$ cat src/rtl/ipc_sync_pkg.sv
// Package: shared constants for the sync doorbell register.
// Assumes a 32-bit register split into four byte lanes. The bit positions
// below are fixed because each side decodes fields the other side drives.
package ipc_sync_pkg;
    localparam int SYNC_W   = 32;
    localparam int LANES    = SYNC_W / 8;
    localparam int MSG_W    = 8;
    localparam int RX_LSB   = 0;    // remote byte, read-only
    localparam int TX_LSB   = 8;    // local outgoing byte
    localparam int TX_LANE  = 1;
    localparam int CTL_LANE = 3;
    localparam int EN_BIT   = 31;

    // Trigger bit that a given side writes to ring the other side.
    function automatic int ring_bit(input int side);
        return (side == 0) ? 29 : 30;
    endfunction
endpackage

$ cat src/rtl/sync_side_regs.sv
// Module: one side's sync register.
// Holds the outgoing byte and the local interrupt enable, decodes the
// byte-lane writes, produces a one-cycle ring pulse toward the other side
// and returns registered read data. Assumes a nonzero byte enable at the
// register address marks a write.
module sync_side_regs
    import ipc_sync_pkg::*;
#(
    parameter int          ADDR_W   = 4,
    parameter int unsigned REG_OFS  = 0,
    parameter int          RING_POS = 29
) (
    input  logic              clk,
    input  logic              rst_n,
    input  logic [ADDR_W-1:0] addr,
    input  logic [LANES-1:0]  be,
    input  logic [SYNC_W-1:0] wdata,
    input  logic              rd,
    input  logic [MSG_W-1:0]  remote_byte,
    output logic [SYNC_W-1:0] rdata,
    output logic [MSG_W-1:0]  tx_byte,
    output logic              irq_en,
    output logic              ring
);
    logic              sel;
    logic              wr_hit;
    logic [SYNC_W-1:0] view;
    logic              unused_wdata;

    assign sel          = (addr == ADDR_W'(REG_OFS));
    assign wr_hit       = sel && (|be);
    assign unused_wdata = ^wdata;

    // Ring pulse: lane 3 write with this side's trigger bit set.
    assign ring = wr_hit && be[CTL_LANE] && wdata[RING_POS];

    // Read view: remote byte low, own byte above, enable on top, rest zero.
    always_comb begin
        view                         = '0;
        view[RX_LSB +: MSG_W]        = remote_byte;
        view[TX_LSB +: MSG_W]        = tx_byte;
        view[EN_BIT]                 = irq_en;
    end

    // Writable fields, each updated only by its own byte lane.
    always_ff @(posedge clk) begin
        if (!rst_n) begin
            tx_byte <= '0;
            irq_en  <= 1'b0;
        end else begin
            if (wr_hit && be[TX_LANE])
                tx_byte <= wdata[TX_LSB +: MSG_W];
            if (wr_hit && be[CTL_LANE])
                irq_en <= wdata[EN_BIT];
        end
    end

    // Registered read port: value on a strobe at the address, else zero.
    always_ff @(posedge clk) begin
        if (!rst_n)
            rdata <= '0;
        else if (rd && sel)
            rdata <= view;
        else
            rdata <= '0;
    end
endmodule

$ cat src/rtl/sync_irq_latch.sv
// Module: sticky interrupt for one processor.
// Set by a ring from the other side when the local enable is 1, cleared by
// acknowledge. If both happen at the same edge, the set wins.
module sync_irq_latch (
    input  logic clk,
    input  logic rst_n,
    input  logic ring_in,
    input  logic en,
    input  logic ack,
    output logic irq
);
    // Latch a gated ring; drop it when the enable is low.
    always_ff @(posedge clk) begin
        if (!rst_n)
            irq <= 1'b0;
        else if (ring_in && en)
            irq <= 1'b1;
        else if (ack)
            irq <= 1'b0;
    end
endmodule

$ cat src/rtl/ipc_sync_doorbell.sv
// Module: top of the two-sided sync doorbell.
// Instantiates one register and one interrupt latch per side and
// cross-wires the outgoing bytes and ring pulses. Assumes both sides share
// clk and the synchronous active-low reset.
module ipc_sync_doorbell
    import ipc_sync_pkg::*;
#(
    parameter int          ADDR_W  = 4,
    parameter int unsigned REG_OFS = 0
) (
    input  logic              clk,
    input  logic              rst_n,
    input  logic [ADDR_W-1:0] a_addr,
    input  logic [3:0]        a_be,
    input  logic [31:0]       a_wdata,
    input  logic              a_rd,
    output logic [31:0]       a_rdata,
    output logic              a_irq,
    input  logic              a_irq_ack,
    input  logic [ADDR_W-1:0] b_addr,
    input  logic [3:0]        b_be,
    input  logic [31:0]       b_wdata,
    input  logic              b_rd,
    output logic [31:0]       b_rdata,
    output logic              b_irq,
    input  logic              b_irq_ack
);
    localparam int SIDES = 2;

    logic [SIDES-1:0][ADDR_W-1:0] addr_v;
    logic [SIDES-1:0][LANES-1:0]  be_v;
    logic [SIDES-1:0][SYNC_W-1:0] wdata_v;
    logic [SIDES-1:0][SYNC_W-1:0] rdata_v;
    logic [SIDES-1:0][MSG_W-1:0]  tx_byte;
    logic [SIDES-1:0]             rd_v;
    logic [SIDES-1:0]             ack_v;
    logic [SIDES-1:0]             irq_en;
    logic [SIDES-1:0]             ring;
    logic [SIDES-1:0]             irq_v;

    // Gather the two port sets into per-side vectors.
    assign addr_v  = {b_addr, a_addr};
    assign be_v    = {b_be, a_be};
    assign wdata_v = {b_wdata, a_wdata};
    assign rd_v    = {b_rd, a_rd};
    assign ack_v   = {b_irq_ack, a_irq_ack};

    assign a_rdata = rdata_v[0];
    assign b_rdata = rdata_v[1];
    assign a_irq   = irq_v[0];
    assign b_irq   = irq_v[1];

    for (genvar g = 0; g < SIDES; g++) begin : g_side
        sync_side_regs #(
            .ADDR_W   (ADDR_W),
            .REG_OFS  (REG_OFS),
            .RING_POS (ring_bit(g))
        ) u_regs (
            .clk         (clk),
            .rst_n       (rst_n),
            .addr        (addr_v[g]),
            .be          (be_v[g]),
            .wdata       (wdata_v[g]),
            .rd          (rd_v[g]),
            .remote_byte (tx_byte[SIDES-1-g]),
            .rdata       (rdata_v[g]),
            .tx_byte     (tx_byte[g]),
            .irq_en      (irq_en[g]),
            .ring        (ring[g])
        );

        sync_irq_latch u_irq (
            .clk     (clk),
            .rst_n   (rst_n),
            .ring_in (ring[SIDES-1-g]),
            .en      (irq_en[g]),
            .ack     (ack_v[g]),
            .irq     (irq_v[g])
        );
    end
endmodule

$ cat config.mk
export PLATFORM = sky130hd
export DESIGN_NAME = ipc_sync_doorbell
export DESIGN_NICKNAME = d
export VERILOG_FILES = /design/src/rtl/ipc_sync_pkg.sv /design/src/rtl/sync_side_regs.sv /design/src/rtl/sync_irq_latch.sv /design/src/rtl/ipc_sync_doorbell.sv
export SDC_FILE = /design/constraint.sdc
export NUM_CORES = 1
export LEC_CHECK = 0
export ABC_AREA = 1
export BUFFER_PORTS_ARGS = -buffer_cell sky130_fd_sc_hd__buf_2
export CORE_MARGIN = 3
export CORE_UTILIZATION = 38
export DETAILED_ROUTE_END_ITERATION = 8
export PLACE_DENSITY = 0.7
export REMOVE_ABC_BUFFERS = 1
export SYNTH_ARGS = -nofsm -noshare
export SYNTH_HDL_FRONTEND = slang
export SYNTH_SLANG_ARGS = --single-unit
$ cat constraint.sdc
create_clock -name clk -period 0.9 [get_ports clk]
set_input_delay 0.135 -clock clk [delete_from_list [all_inputs] [get_ports clk]]
set_output_delay 0.135 -clock clk [all_outputs]
set_load 0.1 [all_outputs]
==> results of run 1 <==
-- metal layers --
layer,wire length (microns),GRT usage (%),vias up,part of all wire (%)
met3,275,1.96,4,5.9
met2,2390,24.8,74,51
met4,53,3.60,0,1.1
li1,-,-,976,-
met5,0,0,-,0
met1,1920,13.7,792,41
-- flip-flops by register name (all words and copies together) (netlist names) --
signal	cells
g_side.u_regs.tx_byte	16
g_side.u_irq.irq	2
g_side.u_regs.rdata	34
g_side.u_regs.irq_en	2
-- per-stage QoR --
stage	instance area [sq um]	utilization [%]
after global routing	3420	59.5
after floorplan	2110	-
after detailed placement	3280	57.1
after CTS	3420	59.5
after global placement	3280	57.1
final	3420	59.5
-- path summary, 6_finish.rpt --
path	from	endpoint	slack, ns	depth (start not counted)
hold / removal	a_irq_ack	g_side[0].u_irq.irq	0.08	4
setup reg to reg	g_side[1].u_regs.irq_en	g_side[1].u_irq.irq	0.14	4
setup / recovery	g_side[0].u_regs.rdata[15]	a_rdata[15]	-0.07	1
hold reg to reg	g_side[0].u_regs.tx_byte[2]	g_side[0].u_regs.rdata[10]	0.46	2
-- cell families (layout without fill, tap and decap cells) --
kind of cell           Yosys count  in the layout  share of synthesized area, %
AND/OR/NAND/NOR                130            130                          28.1
flip-flops                      54             54                          46.2
other                            1             30                         0.160
AO/OA/AOI/OAI                    2              2                         0.428
buffers and inverters          107            169                          25.0
-- cells in the final DEF, fill, tap and decap left out --
cell / instances
nand3_1: 2
buf_4: 16
nand4_1: 20
nor2_4: 2
nand2_1: 42
nand3_2: 2
a21oi_1: 2
dfxtp_1: 18
inv_1: 64
buf_2: 41
dfxtp_2: 36
clkinvlp_4: 2
inv_2: 3
nand2_2: 4
nand3_4: 2
nor2_1: 35
clkbuf_8: 5
buf_12: 38
conb_1: 30
nor2_2: 21
-- what timing repair did --
item / CTS / global route
gates resized for setup: 36 / 0
setup endpoints to repair: 36 / 36
cloned: 0 / 0
setup buffers: 1 / 0
-- layout make-up --
cell class | count | share of cell area, %
Clock buffer | 5 | 2.01
Sequential cell | 54 | 32.9
Clock inverter | 2 | 0.439
Inverter | 67 | 7.36
Tap cell | 72 | 2.64
Multi-Input combinational cell | 162 | 22.8
Timing Repair Buffer | 95 | 31.8
-- where the power goes --
group	internal (mW)	total (mW)	switching, mW
combinational	0.152	0.879	0.727
clock	0.532	1.26	0.727
sequential	2.40	2.41	0.00548
==> summary.md, run 1 <==
| Metric | Value |
|---|---|
| Post-Syn Area | `approximately 0.0023 sq mm` |
| FMAX | `roughly 1000 MHz` |
| Syn. warnings | `0` |
| Vias in the first global route | `1652` |
| Unique masters post-synth | `16` |
| Top post-synthesis cells by area | `dfxtp_1 46%, inv_1 10%, buf_4 10%` |
| WL final | `4640 microns` |
| Chip Height | `roughly 84 microns` |
| Failing checks | `negative setup slack` |
| Async SR Flop Fraction | `0%` |
| Tcrit/Tclk final | `108%` |
| Ports | `roughly 150` |
| Top-count cell post-synth | `inv_1` |
| Status | `finished with violations` |
| Max incr delay on CP | `0.37 ns` |
| CP max stage cell | `dfxtp_2` |
| Largest area contributor in the netlist | `dfxtp_1` |
| Clk pin slew, worst setup/hold paths | `approximately 0.09 ns` |
| Unrepaired setup endpoints after global routing | `true` |
| Starting Density | `about two fifths` |
| Die Wd | `roughly 84 microns` |
| PortBufs | `77` |
| Post-synth top area share | `46.2%` |
| # hold bufs at CTS | `0` |
| Area of the multi-input gates | `~780 sq um` |
| Crit Path Category | `flop to output pin` |
| DRC errors left | `0` |
| Root Buffer | `clkbuf_8` |
| Worst path buffer plus inverter count | `1` |
| Synthesized area per cell | `between 7 and 8 sq um` |
| DR WL/cell | `just over 10 microns` |
| CTS H-tree depth | `2` |
| Area Growth Syn to Fin | `46.2%` |
| Setup TNS | `-1.63 ns` |
| Layout cell share with drive strength beyond 1 | `approximately 45%` |
| Routability Congestion | `around 0.7` |
| Storage cell area | `~0.0011 sq mm` |
| Placed cells | `roughly 450` |
| First-pass GRT wire length | `about 7300 microns` |
| Crit path cell chain | `buf_12` |
| Num rows | `27` |
| Clk_skew | `roughly 0.0012 ns` |
| TritonCTS Buffers | `5` |
| Largest net degree at the start of global routing | `18` |
| Max Cap Violations | `0` |
| Total power | `roughly 4.5 mW` |
| CP endpoint kind | `output pin` |
| Maximum clock path buffer count | `2` |
| 1st-iter DRT viols | `41` |
| Max FO, Critical Path | `1` |
| Core footprint | `0.00574 sq mm` |
| Crit path DAT | `0.83 ns` |
| Crit path time final | `about 0.97 ns` |
| Number of antenna diodes | `0` |
| Final Hold Fails | `0` |
| Maximum vdd ir drop | `approximately 0.0008 V` |
| Die area | `between 0.007 and 0.008 sq mm` |
| Most frequent cells after synthesis | `64 x inv_1, 54 x dfxtp_1, 42 x nand2_1, 35 x nor2_1, 31 x buf_4` |
| Dominant synthesized flop cell | `dfxtp_1` |
| Register area share after synthesis | `between 40% and 50%` |
| Startpoint types | `flop` |
| Antenna viol nets, final | `0` |
| Max Slew Vio Count | `0` |
| #FFs+latches synth | `54` |
| Final worst slack | `-0.0694 ns` |
| Hold crit path type | `primary input to flop` |
| Final std cells w/o fill | `457` |
| Routed vias | `approximately 1800` |
| Fillers | `between 500 and 600` |
| Pre-Repair DR Iteration Count | `4` |
| Dpl hpwl | `about 3700 microns` |
| Post-Synthesis Cells | `slightly below 300` |
| Final setup viols | `36` |
| Critical Path RT | `0.76 ns` |
| Total gr overflow | `0` |
| Pre-CTS setup slack | `-0.184 ns` |
| CTS Sinks | `54` |
| Post-layout net count | `between 400 and 500` |
| PD cells | `around 1300 mW/mm^2` |
| Number of flops mapped to enable cells by yosys | `0` |
| DR vias/cell | `about 4` |
| Initial antenna violation count | `0` |
| CTS tree | `done` |
| Worst skew pair latency | `approximately 0.29 ns` |
| Total GRT Usage | `between 10% and 20%` |
| Leakage | `between 1.5 and 2 nW` |
| Top delay family on crit path | `flip-flops` |
| Fin Hold WS | `slightly above 0.08 ns` |
Power figures use the tool's default switching activity.
==> inputs of run 2 (changes only) <==
--- a/config.mk
+++ b/config.mk
@@ -6,11 +6,11 @@
 export NUM_CORES = 1
 export LEC_CHECK = 0
 export ABC_AREA = 1
-export BUFFER_PORTS_ARGS = -buffer_cell sky130_fd_sc_hd__buf_2
 export CORE_MARGIN = 3
 export CORE_UTILIZATION = 38
 export DETAILED_ROUTE_END_ITERATION = 8
-export PLACE_DENSITY = 0.7
+export DONT_BUFFER_PORTS = 1
+export PLACE_DENSITY = 0.49
 export REMOVE_ABC_BUFFERS = 1
 export SYNTH_ARGS = -nofsm -noshare
 export SYNTH_HDL_FRONTEND = slang
==> run 2 against run 1 <==
Compared with the run above:
- the run ends with negative hold slack, negative setup slack left
- maximum frequency is 0.71% lower
- global-route usage shrank 0.96 points
- sequential share of layout area increased by 2.6 points
- register-to-register slack is essentially flat
- die area stayed put
- via count decreased by 9.0%
- wire length shrank 8.9%
- final cell count down 10%
- largest cell class unchanged
- highest routed layer unchanged
==> summary.md, run 2 (synthesized netlist as in run 1, its figures left out) <==
| Metric | Value |
|---|---|
| CTS tree | `done (unchanged)` |
| Final worst slack | `-0.0762 ns (was -0.0694 ns)` |
| Routed vias | `1679 (was 1846)` |
| Met3 WL | `370 microns (was 275 microns)` |
| Crit path cell chain | `buf_12 (unchanged)` |
| DRT met1 WL | `1680 microns (was 1920 microns)` |
| Met2 wire len | `2130 microns (was 2390 microns)` |
| Pre-Repair DR Iteration Count | `4 (unchanged)` |
| Num rows | `27 (unchanged)` |
| R2R Setup Slk | `0.15 ns (was 0.14 ns)` |
| Final Hold Fails | `18 (was 0)` |
| Post-layout net count | `424 (was 471)` |
| Largest net degree at the start of global routing | `22 (was 18)` |
| Max layer used | `met4 (unchanged)` |
| Max FO, Critical Path | `2 (was 1)` |
| Crit Path Category | `flop to output pin (unchanged)` |
| Number of antenna diodes | `0 (unchanged)` |
| Total gr overflow | `0 (unchanged)` |
| TritonCTS Buffers | `5 (unchanged)` |
| Area Growth Syn to Fin | `35.7% (was 46.2%)` |
| Biggest register | `g_side.u_regs.rdata (unchanged)` |
| Max reg flops | `34 (unchanged)` |
| PD cells | `1440 mW/mm^2 (was 1330 mW/mm^2)` |
| CTS H-tree depth | `2 (unchanged)` |
| Clk_skew | `0.00443 ns (was 0.00120 ns)` |
| Initial antenna violation count | `0 (unchanged)` |
| Root Buffer | `clkbuf_8 (unchanged)` |
| CP startpoint | `g_side[0].u_irq.irq (was g_side[0].u_regs.rdata[15])` |
| CP max stage cell | `dfxtp_4 (was dfxtp_2)` |
| Top delay family on crit path | `flip-flops (unchanged)` |
| Fin util | `55.3% (was 59.5%)` |
| Placed cells | `397 (was 449)` |
| Max Cap Violations | `0 (unchanged)` |
| CP endpoint kind | `output pin (unchanged)` |
| Hold crit path type | `primary input to flop (unchanged)` |
| Worst hold stages | `2 (was 4)` |
| Max Slew Vio Count | `0 (unchanged)` |
| PortBufs | `0 (was 77)` |
| Die Wd | `84.4 microns (unchanged)` |
| Total GRT Usage | `11.6% (was 12.6%)` |
| Worst skew pair latency | `0.30 ns (was 0.29 ns)` |
| CTS Sinks | `54 (unchanged)` |
| Tcrit/Tclk final | `108% (about the same)` |
| First-pass GRT wire length | `6600 microns (was 7290 microns)` |
| Dpl hpwl | `3170 microns (was 3680 microns)` |
| Ports | `152 (unchanged)` |
| Clk pin slew, worst setup/hold paths | `0.10 ns (was 0.09 ns)` |
| Crit path time final | `0.976 ns (was 0.969 ns)` |
| Final setup viols | `36 (unchanged)` |
| Worst path buffer plus inverter count | `1 (unchanged)` |
| 1st-iter DRT viols | `69 (was 41)` |
| Commonest non-fill, non-tap cell in the layout | `inv_1 (unchanged)` |
| Pre-CTS setup slack | `-0.0584 ns (was -0.184 ns)` |
| Vias in the first global route | `1448 (was 1652)` |
| Worst flop-to-flop path startpoint | `g_side[0].u_regs.irq_en (was g_side[1].u_regs.irq_en)` |
| Die area | `0.00713 sq mm (unchanged)` |
| Worst r2r dst | `g_side[0].u_irq.irq (was g_side[1].u_irq.irq)` |
| Starting Density | `40.7% (unchanged)` |
| Max incr delay on CP | `0.37 ns (about the same)` |
| Highest-count cells in the layout ignoring fill and taps | `64 x inv_1, 42 x nand2_1, 36 x buf_12, 35 x nor2_1, 35 x dfxtp_2 (was 64 x inv_1, 42 x nand2_1, 41 x buf_2, 38 x buf_12, 36 x dfxtp_2)` |
| Antenna viol nets, final | `0 (unchanged)` |
| Core footprint | `0.00574 sq mm (unchanged)` |
| Setup TNS | `-2.02 ns (was -1.63 ns)` |
| Failing checks | `negative hold slack, negative setup slack (was negative setup slack)` |
| Unrepaired setup endpoints after global routing | `true (unchanged)` |
| Final std cells w/o fill | `411 (was 457)` |
| Reg2reg path depth | `4 (unchanged)` |
| Hold Crit Start | `rst_n (was a_irq_ack)` |
| Maximum clock path buffer count | `2 (unchanged)` |
| Maximum vdd ir drop | `0.000786 V (was 0.000789 V)` |
| Routability Congestion | `0.674 (was 0.700)` |
| DRC errors left | `0 (unchanged)` |
| Leakage | `1.43 nW (was 1.62 nW)` |
| Chip Height | `84.4 microns (unchanged)` |
| Fin Hold WS | `-0.0531 ns (was 0.0808 ns)` |
| Status | `finished with violations (unchanged)` |
| DR vias/cell | `4.09 (was 4.04)` |
| Top Registers | `g_side.u_regs.rdata x34, g_side.u_regs.tx_byte x16 (unchanged)` |
| WL final | `4220 microns (was 4640 microns)` |
| Crit path DAT | `0.84 ns (was 0.83 ns)` |
| # hold bufs at CTS | `5 (was 0)` |
| Critical Path RT | `0.76 ns (about the same)` |
| Layout cell share with drive strength beyond 1 | `35.7% (was 44.7%)` |
| FMAX | `1020 MHz (was 1030 MHz)` |
| Startpoint types | `flop (unchanged)` |
| DR WL/cell | `10.3 microns (was 10.1 microns)` |
| Hold EP | `g_side[1].u_regs.tx_byte[3] (was g_side[0].u_irq.irq)` |
run 2: per-layer routing:
metal	track usage (%)	vias to the layer above
met5	0	-
met4	4.75	0
met3	2.94	4
met2	21.3	77
met1	12.7	711
li1	-	887
run 2: cell type report:
| class | count | area, sq um |
|---|---|---|
| Tap cell | 72 | 90.1 |
| Clock buffer | 6 | 82.6 |
| Sequential cell | 54 | 1130 |
| Clock inverter | 2 | 16.3 |
| Fill cell | 526 | 2570 |
| Multi-Input combinational cell | 162 | 781 |
| Timing Repair Buffer | 48 | 823 |
| Inverter | 67 | 251 |
run 2: stage by stage:
| stage | power (mW) | area, sq um |
|---|---|---|
| 5_1_grt | 4.73 | 3170 |
| 4_1_cts | 4.63 | 3160 |
| 3_3_place_gp | 3.19 | 2970 |
| 3_5_place_dp | 3.19 | 2970 |
| 6_report | 4.56 | 3170 |
| 2_1_floorplan | 3.15 | 2110 |
run 2: what timing repair did:
item | in CTS | in global routing
setup buffers | 0 | 1
hold endpoints to repair | 20 | 18
setup endpoints to repair | 36 | 36
pin swaps | 0 | 0
resized for setup | 36 | 1
run 2: worst max-delay path by stage:
| stage | endpoint | slack, ns | cells after the start |
|---|---|---|---|
| floorplan | g_side[0].u_irq.irq | -0.35 | 2 |
| global placement | g_side[1].u_regs.rdata[31] | -0.04 | 5 |
| detailed placement | g_side[1].u_regs.rdata[5] | -0.06 | 5 |
| CTS | a_irq | -0.10 | 1 |
| global route | a_irq | -0.11 | 1 |
| finish | a_irq | -0.08 | 1 |
run 2: power breakdown:
| group | internal (mW) | switching (mW) |
|---|---|---|
| Clock | 0.634 | 0.778 |
| Combinational | 0.0822 | 0.663 |
| Sequential | 2.40 | 0.00543 |
| Total | 3.12 | 1.45 |
==> inputs of run 3 (changes only) <==
--- a/config.mk
+++ b/config.mk
@@ -5,7 +5,7 @@
 export SDC_FILE = /design/constraint.sdc
 export NUM_CORES = 1
 export LEC_CHECK = 0
-export ABC_AREA = 1
+export ABC_AREA = 0
 export CORE_MARGIN = 3
 export CORE_UTILIZATION = 38
 export DETAILED_ROUTE_END_ITERATION = 8
==> run 3 against run 2 <==
Compared with the run above:
- the flow still finishes with violations (negative hold slack, negative setup slack)
- clock-buffer cell count unchanged
- sequential share of layout area grew 1.5 points
- final area fell by 4.3%
- setup slack got worse by 0.0072 ns
- highest routed layer unchanged
==> summary.md, run 3 <==
| Metric | Value |
|---|---|
| Number of antenna diodes | `0 (unchanged)` |
| FMAX | `1020 MHz (about the same)` |
| Max FO, Critical Path | `2 (unchanged)` |
| Synthesized area per cell | `10.3 sq um (was 7.95 sq um)` |
| PD cells | `1460 mW/mm^2 (was 1440 mW/mm^2)` |
| Crit path DAT | `0.85 ns (was 0.84 ns)` |
| Layout cell share with drive strength beyond 1 | `42.1% (was 35.7%)` |
| Ports | `152 (unchanged)` |
| Cell Int Power | `3.10 mW (was 3.12 mW)` |
| Post-Synthesis Cells | `197 (was 294)` |
| Final worst slack | `-0.0834 ns (was -0.0762 ns)` |
| Status | `finished with violations (unchanged)` |
| Maximum vdd ir drop | `0.00107 V (was 0.000786 V)` |
| Worst path buffer plus inverter count | `1 (unchanged)` |
| Unrepaired setup endpoints after global routing | `true (unchanged)` |
| Core footprint | `0.00494 sq mm (was 0.00574 sq mm)` |
| Fraction of power spent switching nets | `30.2% (was 31.7%)` |
| Hold crit path type | `primary input to flop (unchanged)` |
| Leakage | `1.31 nW (was 1.43 nW)` |
| Largest area contributor in the netlist | `dfxtp_1 (unchanged)` |
| Max reg flops | `34 (unchanged)` |
| Max Slew Vio Count | `0 (unchanged)` |
| Root Buffer | `clkbuf_8 (unchanged)` |
| Post-synth top area share | `53.3% (was 46.2%)` |
| Placed cells | `296 (was 397)` |
| Area Growth Syn to Fin | `49.7% (was 35.7%)` |
| Maximum clock path buffer count | `2 (unchanged)` |
| Final std cells w/o fill | `321 (was 411)` |
| Crit Path Category | `flop to output pin (unchanged)` |
| Largest net degree at the start of global routing | `43 (was 22)` |
| Total gr overflow | `0 (unchanged)` |
| Top-count cell post-synth | `dfxtp_1 (was inv_1)` |
| Number of flops mapped to enable cells by yosys | `0 (unchanged)` |
| Syn. warnings | `0 (unchanged)` |
| Num rows | `25 (was 27)` |
| Sw Pwr | `1.34 mW (was 1.45 mW)` |
| TritonCTS Buffers | `5 (unchanged)` |
| Pre-Repair DR Iteration Count | `4 (unchanged)` |
| Fin Hold WS | `-0.0212 ns (was -0.0531 ns)` |
| Routability Congestion | `0.612 (was 0.674)` |
| Routed vias | `1355 (was 1679)` |
| Critical Path RT | `0.76 ns (about the same)` |
| CP max stage cell | `dfxtp_2 (was dfxtp_4)` |
| Crit path cell chain | `buf_12 (unchanged)` |
| Max Cap Violations | `0 (unchanged)` |
| Clock power share | `30.7% (was 31.0%)` |
| Crit path time final | `0.983 ns (was 0.976 ns)` |
| Failing checks | `negative hold slack, negative setup slack (unchanged)` |
| Final setup viols | `36 (unchanged)` |
| WL final | `4020 microns (was 4220 microns)` |
| CTS tree | `done (unchanged)` |
| DRC errors left | `0 (unchanged)` |
| Die Wd | `79.1 microns (was 84.4 microns)` |
| CTS Sinks | `54 (unchanged)` |
| Chip Height | `79.1 microns (was 84.4 microns)` |
| Tcrit/Tclk final | `109% (was 108%)` |
| Logic pwr share | `15.2% (was 16.3%)` |
| Setup TNS | `-1.92 ns (was -2.02 ns)` |
| Post-layout net count | `339 (was 424)` |
| DR vias/cell | `4.22 (was 4.09)` |
| Total power | `4.44 mW (was 4.56 mW)` |
| Fillers | `417 (was 526)` |
| CP endpoint kind | `output pin (unchanged)` |
| Clk pin slew, worst setup/hold paths | `0.10 ns (about the same)` |
| Highest-count cells in the layout ignoring fill and taps | `38 x nand2_1, 38 x buf_12, 36 x dfxtp_2, 30 x conb_1 (was 64 x inv_1, 42 x nand2_1, 36 x buf_12, 35 x nor2_1, 35 x dfxtp_2)` |
| Total GRT Usage | `13.5% (was 11.6%)` |
| Antenna viol nets, final | `0 (unchanged)` |
| 1st-iter DRT viols | `27 (was 69)` |
| Startpoint types | `flop (unchanged)` |
| Biggest register | `g_side.u_regs.rdata (unchanged)` |
| Dominant synthesized flop cell | `dfxtp_1 (unchanged)` |
| Top Registers | `g_side.u_regs.rdata x34, g_side.u_regs.tx_byte x16 (unchanged)` |
| PortBufs | `0 (unchanged)` |
| Worst skew pair latency | `0.30 ns (about the same)` |
| Initial antenna violation count | `0 (unchanged)` |
| Storage cell area | `0.00113 sq mm (about the same)` |
| Vias in the first global route | `1417 (was 1448)` |
| Register area share after synthesis | `53.3% (was 46.2%)` |
| DR WL/cell | `12.5 microns (was 10.3 microns)` |
| Final Hold Fails | `18 (unchanged)` |
| # hold bufs at CTS | `17 (was 5)` |
| CTS H-tree depth | `2 (unchanged)` |
| Post-Syn Area | `0.00203 sq mm (was 0.00234 sq mm)` |
| Max incr delay on CP | `0.37 ns (about the same)` |
| Top post-synthesis cells by area | `dfxtp_1 53%, buf_4 12%, mux2i_1 8.9% (was dfxtp_1 46%, inv_1 10%, buf_4 10%)` |
| Clk_skew | `0.00784 ns (was 0.00443 ns)` |
| Unique masters post-synth | `16 (unchanged)` |
| Die area | `0.00625 sq mm (was 0.00713 sq mm)` |
| #FFs+latches synth | `54 (unchanged)` |
| Starting Density | `41.0% (was 40.7%)` |
| Most frequent cells after synthesis | `54 x dfxtp_1, 38 x nand2_1, 32 x buf_4, 18 x and2_1, 18 x mux2i_1 (was 64 x inv_1, 54 x dfxtp_1, 42 x nand2_1, 35 x nor2_1, 31 x buf_4)` |
| Area of the multi-input gates | `763 sq um (was 781 sq um)` |
| Top delay family on crit path | `flip-flops (unchanged)` |
| Async SR Flop Fraction | `0% (unchanged)` |
| Reg power frac | `54.1% (was 52.7%)` |
| Dpl hpwl | `3040 microns (was 3170 microns)` |
| First-pass GRT wire length | `6470 microns (was 6600 microns)` |
-- run 3: final timing paths --
kind,from,endpoint,slack [ns],cells after the start
worst min-delay path,rst_n,g_side[1].u_regs.tx_byte[4],-0.02,2
worst max register to register,g_side[1].u_regs.irq_en,g_side[1].u_irq.irq,0.24,2
worst max-delay path,g_side[1].u_irq.irq,b_irq,-0.08,1
worst min register to register,g_side[1].u_regs.tx_byte[7],g_side[1].u_regs.tx_byte[7],0.47,2
-- run 3: final cells by class --
type	instances	share of cell area, %
timing repair buffer	60	31.9
tap	67	2.76
multi-input combinational	132	25.1
sequential	54	37.1
clock buffer	6	2.72
clock inverter	2	0.412
-- run 3: logic make-up (layout without fill, tap and decap cells) --
group / count (synthesis) / count (layout) / synth area share (%)
AOI/OAI and AO/OA: 2 / 2 / 0.494
buffers and inverters: 40 / 68 / 14.4
DFF: 54 / 54 / 53.3
muxes: 18 / 18 / 8.88
other: 1 / 30 / 0.185
and+or+nand+nor: 82 / 82 / 22.7
-- run 3: power groups by stage --
stage / clock, mW / sequential [mW] / combinational [mW]
2_1_floorplan: 0 / 2.46 / 0.586
3_3_place_gp: 0 / 2.46 / 0.610
3_5_place_dp: 0 / 2.46 / 0.612
4_1_cts: 1.41 / 2.40 / 0.675
5_1_grt: 1.51 / 2.40 / 0.698
6_report: 1.36 / 2.40 / 0.677
-- run 3: layer usage --
layer | up-vias | wire (microns) | global-route usage, %
met5 | - | 0 | 0
li1 | 663 | - | -
met2 | 79 | 2110 | 24.9
met4 | 0 | 24 | 4.30
met1 | 611 | 1440 | 13.7
met3 | 2 | 447 | 5.44
-- run 3: repair_timing --
item	in CTS	in global routing
endpoints found under the hold margin	20	12
setup endpoints to repair	36	36
setup buffers	0	0
gates resized for setup	36	0
-- run 3: stage by stage --
stage | cell area (sq um) | setup WS, ns | utilization [%]
floorplan | 1840 | -0.307 | -
global placement | 2730 | -0.140 | 55.2
detailed placement | 2730 | -0.187 | 55.2
CTS | 3040 | -0.0978 | 61.4
global route | 3040 | -0.121 | 61.4
finish | 3040 | -0.0834 | 61.4
